`src/rtl/tx_hold_pkg.sv`:
```
package tx_hold_pkg;
   typedef enum logic [1:0] {
      IRQ_READY = 2'b00,
      IRQ_XFER  = 2'b01,
      IRQ_OFF_A = 2'b10,
      IRQ_OFF_B = 2'b11
   } irq_src_e;
endpackage

```
`src/rtl/tx_hold_regs.sv`:
```
module tx_hold_regs #(
   parameter int HALF_W = 16,
   localparam int WORD_W = 2 * HALF_W
) (
   input  logic              clk,
   input  logic              rst_n,
   input  logic              hi_we,
   input  logic              commit,
   input  logic [HALF_W-1:0] wdata,
   output logic [WORD_W-1:0] word_q
);
   logic [HALF_W-1:0] upper_q;

   always_ff @(posedge clk or negedge rst_n) begin
      if (!rst_n) begin
         upper_q <= '0;
         word_q  <= '0;
      end else begin
         if (hi_we)  upper_q <= wdata;
         if (commit) word_q  <= {upper_q, wdata};
      end
   end
endmodule

```
`src/rtl/tx_hold_ctrl.sv`:
```
module tx_hold_ctrl (
   input  logic clk,
   input  logic rst_n,
   input  logic commit,
   input  logic shf_empty,
   input  logic ovf_clr,
   output logic load,
   output logic ready_q,
   output logic ovf_q
);
   logic ovf_set;

   // a word is pending exactly when the stage is not ready
   assign load    = !ready_q && shf_empty;
   assign ovf_set = commit && !ready_q && !load;

   always_ff @(posedge clk or negedge rst_n) begin
      if (!rst_n) begin
         ready_q <= 1'b1;
         ovf_q   <= 1'b0;
      end else begin
         if (commit)    ready_q <= 1'b0;  // new word wins over a hand-off
         else if (load) ready_q <= 1'b1;
         if (ovf_set)      ovf_q <= 1'b1;
         else if (ovf_clr) ovf_q <= 1'b0;
      end
   end
endmodule

```
`src/rtl/tx_irq_sel.sv`:
```
module tx_irq_sel
   import tx_hold_pkg::*;
#(
   parameter int MODE_W = 2
) (
   input  logic [MODE_W-1:0] mode,
   input  logic              ready,
   input  logic              load,
   output logic              irq
);
   generate
      if (MODE_W < 2) begin : g_bad
         $error("tx_irq_sel: MODE_W must be at least 2");
      end
   endgenerate

   always_comb begin
      case (irq_src_e'(mode[1:0]))
         IRQ_READY: irq = ready;
         IRQ_XFER:  irq = load;
         default:   irq = 1'b0;
      endcase
   end
endmodule

```
`src/rtl/tx_hold_stage.sv`:
```
module tx_hold_stage #(
   parameter int HALF_W = 16,
   parameter int MODE_W = 2,
   localparam int WORD_W = 2 * HALF_W
) (
   input  logic              clk,
   input  logic              rst_n,
   input  logic              wr_en,
   input  logic              wr_lo_sel,
   input  logic [HALF_W-1:0] wr_data,
   input  logic              ovf_clr,
   input  logic [MODE_W-1:0] irq_mode,
   input  logic              shf_empty,
   output logic              shf_load,
   output logic [WORD_W-1:0] shf_data,
   output logic              tx_ready,
   output logic              tx_ovf,
   output logic              tx_irq
);
   generate
      if (HALF_W < 1) begin : g_bad_w
         $error("tx_hold_stage: HALF_W must be positive");
      end
   endgenerate

   logic commit, hi_we;
   assign commit = wr_en && wr_lo_sel;
   assign hi_we  = wr_en && !wr_lo_sel;

   tx_hold_regs #(.HALF_W(HALF_W)) u_regs (
      .clk(clk), .rst_n(rst_n), .hi_we(hi_we), .commit(commit),
      .wdata(wr_data), .word_q(shf_data)
   );

   tx_hold_ctrl u_ctrl (
      .clk(clk), .rst_n(rst_n), .commit(commit), .shf_empty(shf_empty),
      .ovf_clr(ovf_clr), .load(shf_load), .ready_q(tx_ready), .ovf_q(tx_ovf)
   );

   tx_irq_sel #(.MODE_W(MODE_W)) u_irq (
      .mode(irq_mode), .ready(tx_ready), .load(shf_load), .irq(tx_irq)
   );
endmodule

```
`config.mk`:
```
export PLATFORM = sky130hd
export DESIGN_NAME = tx_hold_stage
export DESIGN_NICKNAME = d
export VERILOG_FILES = /design/src/rtl/tx_hold_pkg.sv /design/src/rtl/tx_hold_regs.sv /design/src/rtl/tx_hold_ctrl.sv /design/src/rtl/tx_irq_sel.sv /design/src/rtl/tx_hold_stage.sv
export SDC_FILE = /design/constraint.sdc
export NUM_CORES = 1
export LEC_CHECK = 0
export CORE_MARGIN = 5
export CORE_UTILIZATION = 50
export CTS_CLUSTER_SIZE = 40
export DETAILED_ROUTE_END_ITERATION = 10
export DONT_BUFFER_PORTS = 1
export GPL_TIMING_DRIVEN = 0
export HOLD_SLACK_MARGIN = 0.02
export PLACE_DENSITY = 0.73
export REMOVE_ABC_BUFFERS = 1
export SLEW_MARGIN = 10
export SYNTH_ARGS = -nofsm -noshare
export SYNTH_HDL_FRONTEND = slang
export SYNTH_HIERARCHICAL = 1
export SYNTH_SLANG_ARGS = --single-unit
```
`constraint.sdc`:
```
create_clock -name clk -period 1.05 [get_ports clk]
set_input_delay 0.1575 -clock clk [delete_from_list [all_inputs] [get_ports clk]]
set_output_delay 0.1575 -clock clk [all_outputs]
set_load 0.01 [all_outputs]
```
=== After elaboration in Yosys (flattened, before gate mapping) ===
Index checks and enable logic that the tools add are counted.

* Register bits after elaboration: 50
* Bits of input ports: 24
* Output and inout port bits: 36
* Logic and storage cells: 21

* Reduce and logical (&&, ||, !) cells: 11
* Muxes and demuxes: 5
* Equality and inequality tests: 1

{| class="wikitable"
|+ Operator list
! operator !! number
|-
| $logic_and A1 B1 Y1 || 5
|-
| $mux W1 || 4
|-
| $reduce_bool A2 Y1 || 2
|-
| $logic_not A1 Y1 || 3
|-
| $eq A2 B1 Y1 const B || 1
|-
| $logic_not A2 Y1 || 1
|-
| $pmux W1 S2 || 1
|}

=== Depth between registers and ports, before layout ===
Gate-level depths: netlist of run 1.

* Depth after elaboration: 5
* Gate-level depth with buffers: 4
* Depth with buffers taken out: 3

=== By module ===
Netlist of run 1, hierarchy kept.

{| class="wikitable"
|+ Modules (own cells, without submodules)
! module !! cells an instance !! area each (um2) !! sequential area each (um2) !! instances
|-
| tx_hold_regs || 102 || 1994.4 || 1201.2 || 1
|-
| tx_hold_ctrl || 7 || 82.6 || 51.3 || 1
|-
| tx_hold_stage || 2 || 16.3 || 0.0 || 1
|-
| tx_irq_sel || 2 || 13.8 || 0.0 || 1
|}

=== Least setup slack after synthesis of run 1 ===
Ideal clock, no wire load.

* Kind: register -> output
* From: register u_ctrl.ready_q
* To: output tx_irq
* Required time: 0.892 ns
* Slack: -0.118 ns
* Path buffers: 0
* Arrival: 1.010 ns
* Cell stages (with the launch flop): 4
* Path through: dfstp_2 -> and2b_2 -> mux2i_1 -> nor2_1

* Cells in the longest elaborated chain, start to end: 3

{| class="wikitable"
|+ Ends and longest elaborated chain
! item !! RTL line !! RTL
|-
| start, declared || tx_hold_ctrl.sv:8 || <nowiki>output logic ready_q,</nowiki>
|-
| start signal, assigned || tx_hold_ctrl.sv:19 || <nowiki>ready_q <= 1'b1;</nowiki>
|-
| start signal, assigned || tx_hold_ctrl.sv:22 || <nowiki>if (commit) ready_q <= 1'b0;</nowiki>
|-
| start signal, assigned || tx_hold_ctrl.sv:23 || <nowiki>else if (load) ready_q <= 1'b1;</nowiki>
|-
| $logic_not A1 Y1 || tx_hold_ctrl.sv:14 || <nowiki>assign load = !ready_q && shf_empty;</nowiki>
|-
| $logic_and A1 B1 Y1 || tx_hold_ctrl.sv:14 ||
|-
| via shf_load || tx_hold_stage.sv:14 || <nowiki>output logic shf_load,</nowiki>
|-
| $pmux W1 S2 || tx_irq_sel.sv:18 || <nowiki>case (irq_src_e'(mode[1:0]))</nowiki>
|-
| end, declared || tx_hold_stage.sv:18 || <nowiki>output logic tx_irq</nowiki>
|}

The timed path passes the listed nets, and every way through them passes these cells.

=== Worst setup path after layout of run 1 ===
Same ends and word-level chain as after synthesis.

==> flow_summary.toml, run 1 <==
[outcome]
status = "complete, but fails checks"
violations = "negative hold slack, negative setup slack"

[logic_synthesis]
yosysTopAreaCellShare_pct = 58.2
synth_mux_area_share_pct = 33.3
synth_top_area_cell = "dfrtp_1"
synth-xor-area-share_pct = 0
synth-compound-area-share_pct = 0.416
synthSimpleGateAreaFrac_pct = 1.84
synthAdderAreaFrac_pct = 0
synth_area_um2 = 2110
yosys_most_used_dff = "dfrtp_1"
syn_inst = 113
synth_edf_count = 0
syn_avg_cell_area_um2 = 18.6
synth_top_family_by_area = "multiplexers"
synth_common_cells = "dfrtp_1, mux2_4, mux2_2, buf_12"
ys_top_cells_by_area = "dfrtp_1, mux2_4, mux2_2, buf_12, dfstp_2"
async_flop_share_pct = 100
ys_ff_latch = 50
seq_area_frac_synth_pct = 59.4
synth_warnings = 6
ys_types = 13
synthMostInstantiatedCell = "dfrtp_1"

[sta]
period_needed_ps = 1530
rsz0062_at_grt = "true"
skew_ps = 2.53
holdWs_ps = -443
tns_ps = -731
hold_viol = 50
max_slew.worst_pin.slew_ps = 626
min_period_over_period_pct = 146
report.final.setup_viol = 2
worst_slack_ps = -484
slew_violations = 0
clock.fmax_mhz = 652
slew-limit-headroom_pct = 58.3

[worst_setup_path]
timing.rr.end = "u_ctrl/ovf_q"
cp-startpoint = "u_ctrl/ready_q"
path_max_fanout = 4
path_class = "reg -> out"
cp_slowest_stage_delay_ps = 590
rrSetupSlack_ps = 120
crit_path_end = "tx_irq"
reg2reg_from = "u_ctrl/ready_q"
cp-start-kind = "flip-flop"
end_kind = "primary output"
cp.required_ps = 890
reg2reg_depth = 2
crit_slowest_cell = "dfstp_2"
crit_path_cell_trace = "and2b_2, mux2i_1, nor2_1"
cp.arrival_ps = 1380

[clock_tree]
cts_tree = "built"
cts_hold_buffers = 17
htreeDepth = 2
numCtsBuffers = 5
clk_pin_slew_worst_paths_ps = 80
worstSkewPairLatency_ps = 290
numClockSinks = 50
cts_root_buffer = "clkbuf_8"
cts_max_path_buffers = 2

[route]
wl_per_cell_um = 19.0
drt-total-wl_mm = 3.47
via_count = 948
viasPerCell = 5.21
drc = 0
first_pass_iters = 2
drtIter0Drc = 39
antenna_left = 0

[power]
p_total_mw = 4.30
power_density_nw_per_um2 = 1850
leakage_nw = 1.06
peakVddDrop_uv = 833

[floorplan]
rows = 23
die_h_um = 74.9
pin_count = 60
die_area_um2 = 5610
die_w_um = 74.9
coreArea_um2 = 4030
initial_core_util_pct = 52.3

[grt]
grt_pass1_wl_mm = 5.61
antenna_found_initial = 0
grt_pass1_vias = 1154
grt.total_usage_pct = 13.3
grt_overflow = 0
grt_max_degree = 51

[worst_hold_path]
hp-class = "in -> async"

[layout]
diodes = 0
drive_above_1_share_pct = 43.9
nNetsFinal = 155
area_growth_syn_to_layout_pct = 10.0

[placement]
port_buffers = 0
finalWeightedCongestion = 0.688
dp_hpwl_mm = 2.24
pre_cts_ws_ps = -558

[job]
maxCapViolCount = 0
==> stage by stage <==
step / hold slack, ps / cells / util, % / area [µm²]
after global routing: -471 / 182 / 57.5 / 2320
after global placement: -137 / 157 / 51.3 / 2070
final: -443 / 182 / 57.5 / 2320
after floorplan: -138 / 107 / - / 2000
after detailed placement: -137 / 157 / 51.3 / 2070
after CTS: -456 / 182 / 57.5 / 2320
==> cells by family after synthesis <==
family                 count (synthesis)
DFF                                   50
muxes                                 49
buffers and inverters                  7
and+or+nand+nor                        6
AOI/OAI and AO/OA                      1
==> critical path: cells and delay by family, from the launching register on <==
kind,cells,cell delay (ps)
muxes,1,140
and+or+nand+nor,2,360
DFF,1,590
==> routing by layer <==
metal / GRT usage (%) / wire (µm)
met5: 0 / 0
met3: 5.21 / 260
met4: 3.56 / 17
met1: 15.0 / 1410
met2: 23.5 / 1780
==> area by class of cell <==
class / instances / area, µm²
fill: 321 / 1710
sequential: 50 / 1250
multi-input combinational: 56 / 749
timing repair buffer: 17 / 170
clock buffer: 8 / 80.1
tap: 50 / 62.6
inverter: 1 / 3.75
==> sequential cells by signal (all words and copies together), names as in the netlist <==
register        flops
u_ctrl/ready_q      1
u_regs/upper_q     16
u_regs/word_q      32
u_ctrl/ovf_q        1
==> where the power goes <==
part | internal [mW] | switching (mW) | leakage, nW
registers | 2.27 | 0.361 | 0.589
clock network | 0.474 | 0.546 | 0.0395
logic | 0.482 | 0.166 | 0.435
total | 3.22 | 1.07 | 1.06
==> cells in the final DEF, fill, tap and decap left out <==
master,Yosys,layout
dfrtp_1,49,49
mux2_4,40,40
dlygate4sd3_1,0,17
mux2_2,8,8
clkbuf_8,0,5
clkbuf_1,0,3
and2b_2,2,2
nor2_1,2,2
and2_4,0,1
nor2_2,1,1
inv_1,1,1
a22o_1,1,1
dfstp_2,1,1
mux2i_1,1,1
==> worst min-delay path by stage <==
stage	to	from	cells after the start	slack, ps
2_1_floorplan	u_ctrl/ovf_q	rst_n	0	-140
3_3_place_gp	u_regs/upper_q[5]	rst_n	0	-140
3_5_place_dp	u_regs/word_q[5]	rst_n	0	-140
4_1_cts	u_regs/word_q[5]	rst_n	0	-460
5_1_grt	u_regs/word_q[5]	rst_n	0	-470
6_report	u_regs/word_q[5]	rst_n	0	-440
==> repair_timing <==
item,4_1_cts,5_1_grt
setup endpoints to repair,35,3
setup buffers,0,0
gates resized for setup,1,0
endpoints found under the hold margin,83,50
No activity file was read; power rests on OpenSTA's default activity.
==> run 2, diff against run 1 <==
GPL_TIMING_DRIVEN = default   (was 0)
==> run 2 against run 1 <==
The run still ends with negative hold slack, negative setup slack left. Final area up 5.2%. Sequential power about the same. Power up 7.5%.
==> flow_summary.toml, run 2 (synthesized netlist as in run 1, its figures left out) <==
[floorplan]
pin_count = 60
initial_core_util_pct = 52.3
rows = 23
coreArea_um2 = 4030
die_w_um = 74.9
die_h_um = 74.9
die_area_um2 = 5610

[clock_tree]
htreeDepth = 2
cts_hold_buffers = 17
numClockSinks = 50
cts_max_path_buffers = 2
clk_pin_slew_worst_paths_ps = 80
numCtsBuffers = 5
cts_tree = "built"
worstSkewPairLatency_ps = 290
cts_root_buffer = "clkbuf_8"

[route]
drtIter0Drc = 23
antenna_left = 0
wl_per_cell_um = 19.6
viasPerCell = 5.29
drc = 0
drt-total-wl_mm = 3.70
via_count = 999
first_pass_iters = 4

[worst_setup_path]
reg2reg_from = "u_ctrl/ready_q"
cp.arrival_ps = 1290
reg2reg_depth = 3
cp-start-kind = "flip-flop"
path_class = "reg -> out"
path_max_fanout = 2
end_kind = "primary output"
rrSetupSlack_ps = 80
cp.required_ps = 890
timing.rr.end = "u_ctrl/ovf_q"

[power]
p_int_mw = 3.48
p_seq_share_pct = 56.9
leakage_nw = 1.13
power_density_nw_per_um2 = 1890
power_frac_clock_pct = 27.9
pwr-share-comb_pct = 15.1
p_sw_mw = 1.14
switching_share_pct = 24.6
peakVddDrop_uv = 1010

[layout]
area_growth_syn_to_layout_pct = 15.8
drive_above_1_share_pct = 48.9
layout_common_cells = "dfrtp_1, mux2_4, dlygate4sd3_1"
final_util_pct = 60.6
final_cell_count_no_fill = 189
diodes = 0
final_common_cell = "dfrtp_1"
largest_register_ffs = 32
fin_area_um2 = 2440
nNetsFinal = 162
nFillCells = 314
regMostFlops = "u_regs/word_q"
top_regs = "u_regs/word_q (32), u_regs/upper_q (16)"

[placement]
dp_hpwl_mm = 2.44
place_inst = 163
dpl-instance-area_um2 = 2150
finalWeightedCongestion = 0.697
pre_cts_ws_ps = -39.2
port_buffers = 0

[sta]
min_period_over_period_pct = 138
clock.fmax_mhz = 691
rsz0062_at_grt = "true"
slew-limit-headroom_pct = 85.1
holdWs_ps = -449
worst_slack_ps = -397
max_slew.worst_pin.slew_ps = 223
hold_viol = 50
period_needed_ps = 1450
slew_violations = 0
report.final.setup_viol = 3
skew_ps = 1.05

[grt]
grt_pass1_wl_mm = 5.76
grt.total_usage_pct = 13.9
met3_usage_pct = 4.01
antenna_found_initial = 0
busiest_layer = "met2"
grt_pass1_vias = 1141
grt_max_degree = 51
global_route.usage.met2_pct = 25.6
grt_overflow = 0
use_met1_pct = 14.8

[worst_hold_path]
hp-class = "in -> async"

[outcome]
violations = "negative hold slack, negative setup slack"
status = "complete, but fails checks"

[job]
maxCapViolCount = 0
[run 2: worst max path at each step]
stage / startpoint / endpoint / slack (ps)
after detailed placement: u_ctrl/ready_q / tx_irq / -40
final: u_ctrl/ready_q / tx_irq / -400
after floorplan: wr_en / u_regs/word_q[29] / -340
after global placement: u_ctrl/ready_q / tx_irq / -30
after global routing: u_ctrl/ready_q / tx_irq / -460
after CTS: u_ctrl/ready_q / tx_irq / -370
[run 2: final cells by class]
type,instances,area (µm²),share of cell area (%)
clock buffers,5,68.8,2.82
clock inverters,3,40.0,1.64
inverters,1,3.75,0.154
multi-input cells,56,748,30.7
flip-flops and latches,50,1250,51.3
well taps,50,62.6,2.56
repair buffers,24,264,10.8
[run 2: through the flow]
step	total power, mW	TNS [ps]
after floorplan	3.12	-9550
after global placement	3.26	-27.3
after detailed placement	3.30	-39.2
after CTS	4.66	-746
after global routing	4.81	-980
final	4.62	-841
[run 2: timing repair]
item	4_1_cts	5_1_grt
gates cloned	0	0
setup endpoints to repair	3	3
buffers inserted	0	1
hold endpoints to repair	83	50
gates resized for setup	0	1
[run 2: per-layer routing]
metal	vias to the layer above	part of all wire, %
met5	-	0
met4	0	0.46
met3	2	5.2
met2	30	55
met1	530	39
li1	437	-
[run 2: worst max-delay path: stages (launching register included)]
cell     delay, ps
dfstp_2        530
and2b_2        210
mux2i_1        150
nor2_1         100
[run 2: power by group through the flow]
stage,sequential [mW],clock (mW),combinational [mW]
floorplan,2.58,0,0.538
global placement,2.65,0,0.608
detailed placement,2.67,0,0.632
CTS,2.64,1.32,0.698
global route,2.67,1.39,0.743
finish,2.63,1.29,0.698
